==> src/rtl/pgm_link_pkg.sv <==
package pgm_link_pkg;

  localparam int FRAME_BITS = 12;

  typedef enum logic [1:0] {
    OP_OPEN  = 2'd0,
    OP_CLOSE = 2'd1,
    OP_SEND  = 2'd2,
    OP_RECV  = 2'd3
  } link_op_e;

  typedef enum logic [2:0] {
    ST_OFF, ST_HOLD, ST_BRK, ST_IDLE, ST_TX, ST_TURN_RX, ST_RX, ST_TURN_TX
  } link_st_e;

  localparam logic [FRAME_BITS-1:0] BREAK_FRAME = '1;

  // Parity bit that makes byte plus parity carry an even count of ones.
  function automatic logic even_par(input logic [7:0] b);
    return ^b;
  endfunction

  // Frame in shift order: bit 0 leaves first.
  function automatic logic [FRAME_BITS-1:0] build_frame(input logic [7:0] b);
    return {2'b11, even_par(b), b, 1'b0};
  endfunction

  // Received word without start bit: [7:0] data, [8] parity, [10:9] stops.
  function automatic logic frame_bad(input logic [FRAME_BITS-2:0] w);
    return (even_par(w[7:0]) != w[8]) | ~w[9] | ~w[10];
  endfunction

endpackage

==> src/rtl/pgm_link_clkgen.sv <==
module pgm_link_clkgen #(
  parameter int HALF_DIV = 4
) (
  input  logic clk,
  input  logic rst_n,
  input  logic run,
  output logic link_clk,
  output logic rise_evt,
  output logic fall_evt
);
  localparam int CW = $clog2(HALF_DIV + 1);

  logic [CW-1:0] cnt;
  logic          clk_q;
  logic          tick;

  assign tick     = run && (cnt == CW'(HALF_DIV - 1));
  assign rise_evt = tick && !clk_q;
  assign fall_evt = tick && clk_q;
  assign link_clk = clk_q;

  always_ff @(posedge clk or negedge rst_n) begin
    if (!rst_n) begin
      cnt   <= '0;
      clk_q <= 1'b0;
    end else if (!run) begin
      cnt   <= '0;
      clk_q <= 1'b0;
    end else if (tick) begin
      cnt   <= '0;
      clk_q <= ~clk_q;
    end else begin
      cnt   <= cnt + 1'b1;
    end
  end

  // a toggle of the running link clock only ends a full half period
  a_r11_half_period: assert property (@(posedge clk) disable iff (!rst_n)
    ($past(run) && run && (clk_q != $past(clk_q))) |-> ($past(cnt) == CW'(HALF_DIV - 1)));

endmodule

==> src/rtl/pgm_link_shifter.sv <==
module pgm_link_shifter
  import pgm_link_pkg::*;
(
  input  logic                  clk,
  input  logic                  rst_n,
  input  logic                  tx_load,
  input  logic [FRAME_BITS-1:0] tx_frame,
  input  logic                  rx_start,
  input  logic                  rise_evt,
  input  logic                  fall_evt,
  input  logic                  din,
  output logic                  dout,
  output logic                  busy,
  output logic                  rx_done,
  output logic [FRAME_BITS-2:0] rx_word
);
  localparam int BW = $clog2(FRAME_BITS + 1);

  logic [BW-1:0]         bits_left;
  logic                  mode_rx;
  logic                  hunt;
  logic [FRAME_BITS-1:0] sr;
  logic                  dout_q;
  logic                  done_q;

  assign dout    = dout_q;
  assign busy    = (bits_left != '0) || hunt;
  assign rx_done = done_q;
  assign rx_word = sr[FRAME_BITS-1:1];

  always_ff @(posedge clk or negedge rst_n) begin
    if (!rst_n) begin
      bits_left <= '0;
      mode_rx   <= 1'b0;
      hunt      <= 1'b0;
      sr        <= '1;
      dout_q    <= 1'b1;
      done_q    <= 1'b0;
    end else begin
      done_q <= 1'b0;
      if (tx_load) begin
        sr        <= tx_frame;
        bits_left <= BW'(FRAME_BITS);
        mode_rx   <= 1'b0;
        hunt      <= 1'b0;
      end else if (rx_start) begin
        mode_rx   <= 1'b1;
        hunt      <= 1'b1;
        bits_left <= '0;
      end else if (!mode_rx) begin
        if (fall_evt && bits_left != '0) begin
          dout_q    <= sr[0];
          sr        <= {1'b1, sr[FRAME_BITS-1:1]};
          bits_left <= bits_left - 1'b1;
        end
      end else if (rise_evt) begin
        if (hunt) begin
          if (!din) begin
            hunt      <= 1'b0;
            bits_left <= BW'(FRAME_BITS - 1);
          end
        end else if (bits_left != '0) begin
          sr        <= {din, sr[FRAME_BITS-1:1]};
          bits_left <= bits_left - 1'b1;
          if (bits_left == BW'(1)) done_q <= 1'b1;
        end
      end
    end
  end

  // the transmit bit changes only in a falling-edge cycle
  a_r3_tx_on_fall: assert property (@(posedge clk) disable iff (!rst_n)
    (!mode_rx && !$past(mode_rx) && (dout_q != $past(dout_q))) |-> $past(fall_evt));

  // the receive register moves only in a rising-edge cycle
  a_r4_rx_on_rise: assert property (@(posedge clk) disable iff (!rst_n)
    (mode_rx && $past(mode_rx) && (sr != $past(sr))) |-> $past(rise_evt));

  // a new frame never overwrites one still shifting
  a_r9_load_when_empty: assert property (@(posedge clk) disable iff (!rst_n)
    tx_load |-> (bits_left == '0 && !hunt));

endmodule

==> src/rtl/pgm_link_engine.sv <==
module pgm_link_engine
  import pgm_link_pkg::*;
#(
  parameter int HALF_DIV = 4,
  parameter int RST_HOLD = 20
) (
  input  logic       clk,
  input  logic       rst_n,
  input  logic       cmd_valid,
  output logic       cmd_ready,
  input  logic [1:0] cmd_op,
  input  logic [7:0] cmd_data,
  output logic       rx_valid,
  output logic [7:0] rx_data,
  output logic       rx_err,
  output logic       link_clk_o,
  output logic       link_clk_oe,
  output logic       link_dat_o,
  output logic       link_dat_oe,
  input  logic       link_dat_i,
  output logic       tgt_rst_n_o,
  output logic       tgt_rst_oe
);
  localparam int HW = $clog2(RST_HOLD + 1);

  link_st_e              st;
  logic [HW-1:0]         hold_cnt;
  logic [1:0]            brk_left;
  logic                  sending;
  logic [7:0]            pend;
  logic                  clk_en;
  logic                  dat_oe_q;
  logic                  rst_oe_q;

  logic                  acc;
  link_op_e              op;
  logic                  tx_load;
  logic                  rx_start;
  logic [FRAME_BITS-1:0] frame;
  logic                  rise_evt;
  logic                  fall_evt;
  logic                  sh_busy;
  logic                  sh_done;
  logic [FRAME_BITS-2:0] sh_word;
  logic                  sh_dout;

  pgm_link_clkgen #(.HALF_DIV(HALF_DIV)) u_clkgen (
    .clk      (clk),
    .rst_n    (rst_n),
    .run      (clk_en),
    .link_clk (link_clk_o),
    .rise_evt (rise_evt),
    .fall_evt (fall_evt)
  );

  pgm_link_shifter u_shift (
    .clk      (clk),
    .rst_n    (rst_n),
    .tx_load  (tx_load),
    .tx_frame (frame),
    .rx_start (rx_start),
    .rise_evt (rise_evt),
    .fall_evt (fall_evt),
    .din      (link_dat_i),
    .dout     (sh_dout),
    .busy     (sh_busy),
    .rx_done  (sh_done),
    .rx_word  (sh_word)
  );

  assign cmd_ready   = (st == ST_OFF) || (st == ST_IDLE);
  assign acc         = cmd_valid && cmd_ready;
  assign op          = link_op_e'(cmd_op);
  assign link_clk_oe = clk_en;
  assign link_dat_oe = dat_oe_q;
  assign link_dat_o  = sh_dout;
  assign tgt_rst_oe  = rst_oe_q;
  assign tgt_rst_n_o = 1'b0;
  assign rx_valid    = sh_done;
  assign rx_data     = sh_word[7:0];
  assign rx_err      = sh_done && frame_bad(sh_word);

  always_comb begin
    tx_load  = 1'b0;
    rx_start = 1'b0;
    frame    = BREAK_FRAME;
    unique case (st)
      ST_BRK: begin
        if (!sh_busy && brk_left != 2'd0) tx_load = 1'b1;
      end
      ST_IDLE: begin
        if (acc && op == OP_SEND && sending) begin
          tx_load = 1'b1;
          frame   = build_frame(cmd_data);
        end
        if (acc && op == OP_RECV && !sending) rx_start = 1'b1;
      end
      ST_TURN_TX: begin
        if (rise_evt) begin
          tx_load = 1'b1;
          frame   = build_frame(pend);
        end
      end
      ST_TURN_RX: begin
        if (fall_evt) rx_start = 1'b1;
      end
      default: ;
    endcase
  end

  always_ff @(posedge clk or negedge rst_n) begin
    if (!rst_n) begin
      st       <= ST_OFF;
      hold_cnt <= '0;
      brk_left <= 2'd0;
      sending  <= 1'b0;
      pend     <= '0;
      clk_en   <= 1'b0;
      dat_oe_q <= 1'b0;
      rst_oe_q <= 1'b0;
    end else begin
      unique case (st)
        ST_OFF: begin
          if (acc && op == OP_OPEN) begin
            rst_oe_q <= 1'b1;
            hold_cnt <= '0;
            st       <= ST_HOLD;
          end
        end
        ST_HOLD: begin
          hold_cnt <= hold_cnt + 1'b1;
          if (hold_cnt == HW'(RST_HOLD - 1)) begin
            clk_en   <= 1'b1;
            dat_oe_q <= 1'b1;
            sending  <= 1'b1;
            brk_left <= 2'd2;
            st       <= ST_BRK;
          end
        end
        ST_BRK: begin
          if (!sh_busy) begin
            if (brk_left != 2'd0) brk_left <= brk_left - 1'b1;
            else                  st       <= ST_IDLE;
          end
        end
        ST_IDLE: begin
          if (acc) begin
            unique case (op)
              OP_CLOSE: begin
                clk_en   <= 1'b0;
                dat_oe_q <= 1'b0;
                rst_oe_q <= 1'b0;
                sending  <= 1'b0;
                st       <= ST_OFF;
              end
              OP_SEND: begin
                if (sending) begin
                  st <= ST_TX;
                end else begin
                  dat_oe_q <= 1'b1;
                  sending  <= 1'b1;
                  pend     <= cmd_data;
                  st       <= ST_TURN_TX;
                end
              end
              OP_RECV: begin
                st <= sending ? ST_TURN_RX : ST_RX;
              end
              default: ;
            endcase
          end
        end
        ST_TX: begin
          if (!sh_busy) st <= ST_IDLE;
        end
        ST_TURN_TX: begin
          if (rise_evt) st <= ST_TX;
        end
        ST_TURN_RX: begin
          if (fall_evt) begin
            dat_oe_q <= 1'b0;
            sending  <= 1'b0;
            st       <= ST_RX;
          end
        end
        ST_RX: begin
          if (sh_done) st <= ST_IDLE;
        end
        default: st <= ST_OFF;
      endcase
    end
  end

  // whenever the link clock is driven, the target is held in reset
  a_r5_reset_held: assert property (@(posedge clk) disable iff (!rst_n)
    link_clk_oe |-> (tgt_rst_oe && !tgt_rst_n_o));

  // the closed state drives none of the three wires
  a_r7_closed_released: assert property (@(posedge clk) disable iff (!rst_n)
    (st == ST_OFF) |-> !(link_clk_oe || link_dat_oe || tgt_rst_oe));

  // the data wire is given up on a falling edge with no frame in flight
  a_r8_release_after_frame: assert property (@(posedge clk) disable iff (!rst_n)
    ($fell(link_dat_oe) && link_clk_oe) |-> ($past(fall_evt) && !$past(sh_busy)));

  // no command is taken while break frames are being sent
  a_r6_no_cmd_in_break: assert property (@(posedge clk) disable iff (!rst_n)
    ((st == ST_BRK) && sh_busy) |-> !cmd_ready);

endmodule

==> config.mk <==
export PLATFORM = sky130hd
export DESIGN_NAME = pgm_link_engine
export DESIGN_NICKNAME = d
export VERILOG_FILES = /design/src/rtl/pgm_link_pkg.sv /design/src/rtl/pgm_link_clkgen.sv /design/src/rtl/pgm_link_shifter.sv /design/src/rtl/pgm_link_engine.sv
export SDC_FILE = /design/constraint.sdc
export NUM_CORES = 1
export LEC_CHECK = 0
export ABC_AREA = 1
export BUFFER_PORTS_ARGS = -buffer_cell sky130_fd_sc_hd__buf_4
export CAP_MARGIN = 20
export CORE_MARGIN = 2
export CORE_UTILIZATION = 60
export CTS_CLUSTER_DIAMETER = 50
export CTS_CLUSTER_SIZE = 12
export DETAILED_ROUTE_END_ITERATION = 10
export PLACE_DENSITY = 0.8
export SKIP_CTS_REPAIR_TIMING = 1
export SLEW_MARGIN = 20
export SYNTH_ARGS = -nofsm -noshare
export SYNTH_HDL_FRONTEND = slang
export SYNTH_SLANG_ARGS = --single-unit
==> constraint.sdc <==
create_clock -name clk -period 2.1 [get_ports clk]
set_input_delay 0.105 -clock clk [delete_from_list [all_inputs] [get_ports clk]]
set_output_delay 0.105 -clock clk [all_outputs]
set_load 0.1 [all_outputs]
==> impl_metrics.json, run 1 <==
{
  "fmaxAchievable_mhz": 520,
  "drive_above_1_share_pct": 17.7,
  "synth_nets": 505,
  "slew_headroom_pct": 61.2,
  "synth_seq_cells": 46,
  "ios": 31,
  "antenna_found_initial": 0,
  "drt-vias-per-instance": 5.29,
  "drt_iter0_markers": 169,
  "clk_pin_slew_ns": 0.08,
  "synth_top_family_by_area": "simple AND/OR/NAND/NOR gates",
  "dp_hpwl_mm": 5.68,
  "area.growth.synth_to_final_pct": 7.82,
  "die_width_um": 79.4,
  "fin_skew_ns": 0.00736,
  "vias": 3069,
  "wl_mm": 7.34,
  "yosys_warnings": 0,
  "grt_overflow": 0,
  "cap_violations": 0,
  "nNetsFinal": 526,
  "crit_required_ns": 2.00,
  "insertion_delay_ns": 0.30,
  "path_max_fanout": 3,
  "worstPathArrival_ns": 1.82,
  "grt_usage_pct": 25.4,
  "clockPowerShare_pct": 36.6,
  "cts_tree": "done",
  "slew_viol_final": 0,
  "clockBufferDepth": 2,
  "ys_types": 34,
  "mostFrequentLayoutCell": "nand2_1",
  "synth_simple_gate_area_share_pct": 41.7,
  "n_antenna_cell": 0,
  "p_leak_nw": 2.00,
  "htree_levels": 2,
  "grt_pass1_vias": 2875,
  "synth_edf_count": 0,
  "yosysSeqAreaShare_pct": 34.3,
  "finalSetupViolCount": 0,
  "p_sw_mw": 0.378,
  "status": "completed",
  "vdd_drop_max_mv": 0.275,
  "critPathLaunchType": "flip-flop",
  "clockRootBuffer": "clkbuf_8",
  "die_height_um": 79.4,
  "grt_max_degree": 47,
  "synth-compound-area-share_pct": 6.46,
  "grt_pass1_wl_mm": 12.8,
  "dieArea_um2": 6300,
  "fin_crit_sh_pct": 91.5,
  "layout_common_cells": "156 x nand2_1, 65 x nand3_1, 57 x inv_1, 34 x buf_4",
  "cts_made_buffers": 5,
  "syn_area_um2": 3410,
  "power_frac_comb_pct": 6.7,
  "r2r_setup_slack_ns": 0.22,
  "coreArea_um2": 5510,
  "synth_xor_xnor_area_share_pct": 3.08,
  "fp-row-count": 27,
  "synthAdderAreaFrac_pct": 1.84,
  "syn-mean-instance-area_um2": 7.01,
  "finalSetupTns_ns": 0,
  "drc": 0,
  "swShare_pct": 24.2,
  "rsz0062_at_grt": "false",
  "place_congestion": 0.908,
  "syn-instance-count": 486,
  "placement.io_buffers": 29,
  "p_seq_share_pct": 56.7,
  "worstSetupPathType": "flip-flop to output pin",
  "synth_mux_area_share_pct": 0,
  "synth_flop_cell": "dfrtp_1",
  "ant_nets": 0,
  "tightest_slew_ns": 0.582,
  "intPower_mw": 1.18,
  "min_period_ns": 1.92,
  "critical_path.endpoint_type": "output pin",
  "clkSinkCount": 46,
  "placed_cell_area_um2": 3570,
  "powerDensity_nw_per_um2": 425,
  "async_reset_ff_share_pct": 100,
  "dr.pass1.iters": 4,
  "min_path_type": "primary input to flip-flop",
  "fin_area_um2": 3670,
  "finalHoldViolations": 0,
  "wl_per_cell_um": 12.7,
  "initial_core_util_pct": 61.9
}
critical path, stage by stage, from the launching register on:
cell	delay, ns
dfstp_2	0.56
inv_1	0.06
nand2_1	0.07
nand3_1	0.09
nand2_1	0.08
nand2_1	0.07
nand2_1	0.08
nand2_1	0.04
nand3b_1	0.08
nand2_1	0.06
inv_1	0.05
buf_4	0.28
layout make-up:
| cell class | instances | area (µm²) |
|---|---|---|
| Clock buffer | 6 | 82.6 |
| Clock inverter | 2 | 12.5 |
| Fill cell | 489 | 1830 |
| Inverter | 64 | 243 |
| Multi-Input combinational cell | 355 | 1810 |
| Sequential cell | 46 | 1170 |
| Tap cell | 72 | 90.1 |
| Timing Repair Buffer | 35 | 265 |
registers in the layout, indices dropped and copies added (netlist names), 2 cells and up:
name and flops:
hold_cnt 5, u_shift.sr 12, st 3, u_shift.bits_left 4, brk_left 2, pend 8
u_clkgen.cnt 3
cells in the mapped netlist, drive strengths merged, types with 2 or more instances:
| master | instances | share of area [%] |
|---|---|---|
| a21oi | 11 | 1.6 |
| buf | 21 | 5.4 |
| dfrtp | 33 | 24 |
| dfstp | 13 | 10 |
| ha | 5 | 1.8 |
| inv | 64 | 7.1 |
| nand2 | 162 | 19 |
| nand3 | 73 | 13 |
| nand3b | 2 | 0.44 |
| nand4 | 12 | 2.2 |
| nor2 | 42 | 6.3 |
| nor3 | 5 | 1.4 |
| o211ai | 2 | 0.59 |
| o21ai | 25 | 3.7 |
| xnor2 | 5 | 1.3 |
| xor2 | 7 | 1.8 |
metal layers:
metal	vias to the layer above	wire length [µm]	global-route usage (%)	part of all wire [%]
li1	1582	-	-	-
met1	1408	3430	33.7	47
met2	70	3540	43.5	48
met3	9	283	3.96	3.9
met4	0	89	6.72	1.2
met5	-	0	0	0
path summary, 6_finish.rpt:
path / startpoint / to / cells past startpoint
min in group asynchronous: rst_n / u_shift.hunt$_DFFE_PN0P_ / 2
worst min register to register: u_clkgen.cnt[0]$_DFF_PN0_ / u_clkgen.cnt[0]$_DFF_PN0_ / 1
worst max-delay path: u_shift.sr[4]$_DFFE_PN1P_ / rx_err / 11
worst min-delay path: cmd_data[2] / pend[2]$_DFFE_PN0P_ / 3
worst max register to register: st[1]$_DFFE_PN0P_ / st[2]$_DFFE_PN0P_ / 9
max in group asynchronous: rst_n / u_clkgen.cnt[1]$_DFF_PN0_ / 2
power groups by stage:
stage	sequential, mW	combinational, mW	clock (mW)
after floorplan	0.903	0.0461	0
after global placement	0.903	0.102	0
after detailed placement	0.903	0.103	0
after CTS	0.886	0.104	0.591
after global routing	0.887	0.119	0.622
final	0.886	0.104	0.572
metrics by stage:
step / hold WS [ns] / power, mW / utilization, % / std cells / worst slack (ns)
2_1_floorplan: -0.191 / 0.949 / - / 486 / 0.0495
3_3_place_gp: 0.150 / 1.00 / 64.8 / 571 / 0.306
3_5_place_dp: 0.152 / 1.01 / 64.8 / 571 / 0.248
4_1_cts: -0.180 / 1.58 / 66.6 / 579 / 0.160
5_1_grt: 0.0433 / 1.63 / 66.7 / 580 / 0.0414
6_report: 0.0384 / 1.56 / 66.7 / 580 / 0.178
kinds of logic (layout without fill, tap and decap cells):
family / after synthesis / count (layout)
AOI/OAI and AO/OA: 40 / 40
buffers and inverters: 85 / 107
adders and majority gates: 5 / 5
other: 1 / 1
xor gates and xnor gates: 12 / 12
DFF: 46 / 46
and+or+nand+nor: 297 / 297
(Power assumes the default switching activity.)
==> inputs of run 2 (changes only) <==
--- a/config.mk
+++ b/config.mk
@@ -5,13 +5,11 @@
 export SDC_FILE = /design/constraint.sdc
 export NUM_CORES = 1
 export LEC_CHECK = 0
-export ABC_AREA = 1
 export BUFFER_PORTS_ARGS = -buffer_cell sky130_fd_sc_hd__buf_4
 export CAP_MARGIN = 20
 export CORE_MARGIN = 2
-export CORE_UTILIZATION = 60
+export CORE_UTILIZATION = 59
 export CTS_CLUSTER_DIAMETER = 50
-export CTS_CLUSTER_SIZE = 12
 export DETAILED_ROUTE_END_ITERATION = 10
 export PLACE_DENSITY = 0.8
 export SKIP_CTS_REPAIR_TIMING = 1
==> run 2 against run 1 <==
Net effect: total power grew to 3.0 times the previous value; via count down 22%; die area is 14% lower; largest cell class unchanged; largest power group is now combinational cells.
==> impl_metrics.json, run 2 <==
{
  "tightest_slew_ns": 0.578,
  "cts_made_buffers": 5,
  "clkSinkCount": 46,
  "synth_nets": 328,
  "crit_required_ns": 2.29,
  "slowest_delay_ns": 0.45,
  "fp-row-count": 25,
  "slew_viol_final": 0,
  "mostFrequentLayoutCell": "buf_4",
  "finalHoldViolations": 0,
  "p_sw_mw": 2.24,
  "finalSetupViolCount": 0,
  "clockRootBuffer": "clkbuf_8",
  "grt_pass1_wl_mm": 10.4,
  "cts_tree": "done",
  "vias": 2391,
  "powerDensity_nw_per_um2": 1420,
  "grt_pass1_vias": 2172,
  "grt_overflow": 0,
  "swShare_pct": 47.5,
  "ant_nets": 0,
  "fin_area_um2": 3300,
  "nNetsFinal": 359,
  "cp_cell_sequence": "ha_1 -> nand2_1 -> o41ai_2 -> o22a_2 -> or4b_1 -> o311a_1",
  "placed_cells": 382,
  "placement.io_buffers": 29,
  "synth_edf_count": 0,
  "drive_above_1_share_pct": 28.2,
  "dr.pass1.iters": 4,
  "async_reset_ff_share_pct": 100,
  "power_frac_comb_pct": 53.3,
  "syn_area_um2": 2870,
  "drt_iter0_markers": 324,
  "largest_reg_flops": 12,
  "die_width_um": 73.7,
  "ys_types": 61,
  "dieArea_um2": 5430,
  "min_period_ns": 2.01,
  "yosys_warnings": 0,
  "insertion_delay_ns": 0.31,
  "drc": 0,
  "layout_common_cells": "45 x buf_4, 40 x nand2_1, 31 x dfrtp_1, 20 x xnor2_1",
  "ios": 31,
  "wl_per_cell_um": 16.1,
  "worstPathArrival_ns": 2.20,
  "intPower_mw": 2.47,
  "fin_crit_sh_pct": 95.8,
  "status": "completed",
  "critPathLaunchType": "flip-flop",
  "coreArea_um2": 4690,
  "syn-mean-instance-area_um2": 9.27,
  "die_height_um": 73.7,
  "worstSetupPathType": "flip-flop to flip-flop",
  "yosysSeqAreaShare_pct": 40.7,
  "regMostFlops": "u_shift.sr",
  "p_seq_share_pct": 35.3,
  "cap_violations": 0,
  "fmaxAchievable_mhz": 497,
  "critical_path.endpoint_type": "flip-flop",
  "wl_mm": 6.35,
  "fin_skew_ns": 0.0131,
  "ys_top_cells_by_count": "40 x nand2_1, 33 x dfrtp_1, 21 x xnor2_1",
  "synth_flop_cell": "dfrtp_1",
  "synth_seq_cells": 46,
  "htree_levels": 2,
  "slew_headroom_pct": 61.5,
  "placed_cell_area_um2": 3120,
  "path_max_fanout": 6,
  "vdd_drop_max_mv": 0.689,
  "clk_pin_slew_ns": 0.09,
  "rsz0062_at_grt": "false",
  "initial_core_util_pct": 61.1,
  "clockPowerShare_pct": 11.4,
  "area.growth.synth_to_final_pct": 15.3,
  "synth_top_area_cell": "dfrtp_1",
  "p_total_mw": 4.70,
  "grt_usage_pct": 25.0,
  "syn-instance-count": 309,
  "synth_top_cell_area_share_pct": 28.8,
  "min_path_type": "primary input to flip-flop",
  "ys_top_cells_by_area": "dfrtp_1 29%, dfstp_2 12%, xnor2_1 6.4%",
  "dp_hpwl_mm": 4.62,
  "p_leak_nw": 1.44,
  "grt_max_degree": 47,
  "clockBufferDepth": 2,
  "stdcell_count": 395,
  "cp_slowest_cell": "or4b_1",
  "largestRegisters": "u_shift.sr x12, pend x8, hold_cnt x5",
  "place_congestion": 0.897,
  "antenna_found_initial": 0,
  "n_antenna_cell": 0,
  "synth.most_common_cell": "nand2_1",
  "drt-vias-per-instance": 6.05
}
==> run 2: worst paths after layout <==
path / from / to / slack [ns] / depth (start not counted)
max: hold_cnt[0]$_DFFE_PN0P_ / st[1]$_DFFE_PN0P_ / 0.09 / 6
min: cmd_data[5] / pend[5]$_DFFE_PN0P_ / 0.05 / 2
max reg2reg: hold_cnt[0]$_DFFE_PN0P_ / st[1]$_DFFE_PN0P_ / 0.09 / 6
min reg2reg: u_clkgen.cnt[0]$_DFF_PN0_ / u_clkgen.cnt[0]$_DFF_PN0_ / 0.45 / 1
max in group asynchronous: rst_n / u_clkgen.link_clk$_DFFE_PN0P_ / 1.33 / 2
min in group asynchronous: rst_n / hold_cnt[4]$_DFFE_PN0P_ / 0.34 / 2
==> run 2: metrics by stage <==
stage	hold WS, ns	TNS (ns)	utilization (%)	worst slack (ns)
final	0.0464	0	70.4	0.0883
after global routing	0.0531	0	70.4	0.00396
after CTS	-0.198	-0.0398	68.3	-0.0212
after detailed placement	0.143	0	66.6	0.00974
after global placement	0.141	0	66.6	0.0201
after floorplan	-0.191	-0.0596	-	-0.0596
==> run 2: worst max-delay path, delay by kind of cell, from the launching register on <==
family	cells	cell delay, ns
and+or+nand+nor	2	0.56
DFF	1	0.39
adders and majority gates	1	0.24
AOI/OAI and AO/OA	3	0.72
==> run 2: logic make-up after synthesis <==
logic type | count (synthesis) | share of synthesized area [%]
mux | 11 | 4.28
flops | 46 | 40.7
buf+inv | 35 | 6.38
fa+ha+maj | 5 | 2.18
simple gates | 114 | 21.4
other cells | 1 | 0.131
xor+xnor | 26 | 7.95
compound gates | 71 | 17.0
==> run 2: power groups by stage <==
stage / clock network, mW / logic [mW] / registers [mW]
detailed placement: 0 / 2.38 / 1.64
floorplan: 0 / 1.96 / 1.61
global placement: 0 / 2.34 / 1.63
finish: 0.536 / 2.51 / 1.66
global route: 0.574 / 2.73 / 1.70
CTS: 0.548 / 2.39 / 1.63
==> run 2: layout make-up <==
type                       count  area, µm²
tap                           54       67.6
clock inverter                 2       10.0
inverter                      12       45.0
clock buffer                   6       72.6
timing repair buffer          47        359
sequential                    46       1170
multi-input combinational    228       1580
fill                         361       1390
==> run 2: layer usage <==
| metal | routed length [µm] | GRT usage, % | part of all wire [%] | vias to the layer above |
|---|---|---|---|---|
| met5 | 0 | 0 | 0 | - |
| met4 | 55 | 5.66 | 0.87 | 0 |
| met3 | 372 | 4.53 | 5.9 | 6 |
| met2 | 2920 | 37.9 | 46 | 64 |
| met1 | 3000 | 37.2 | 47 | 1167 |
| li1 | - | - | - | 1154 |
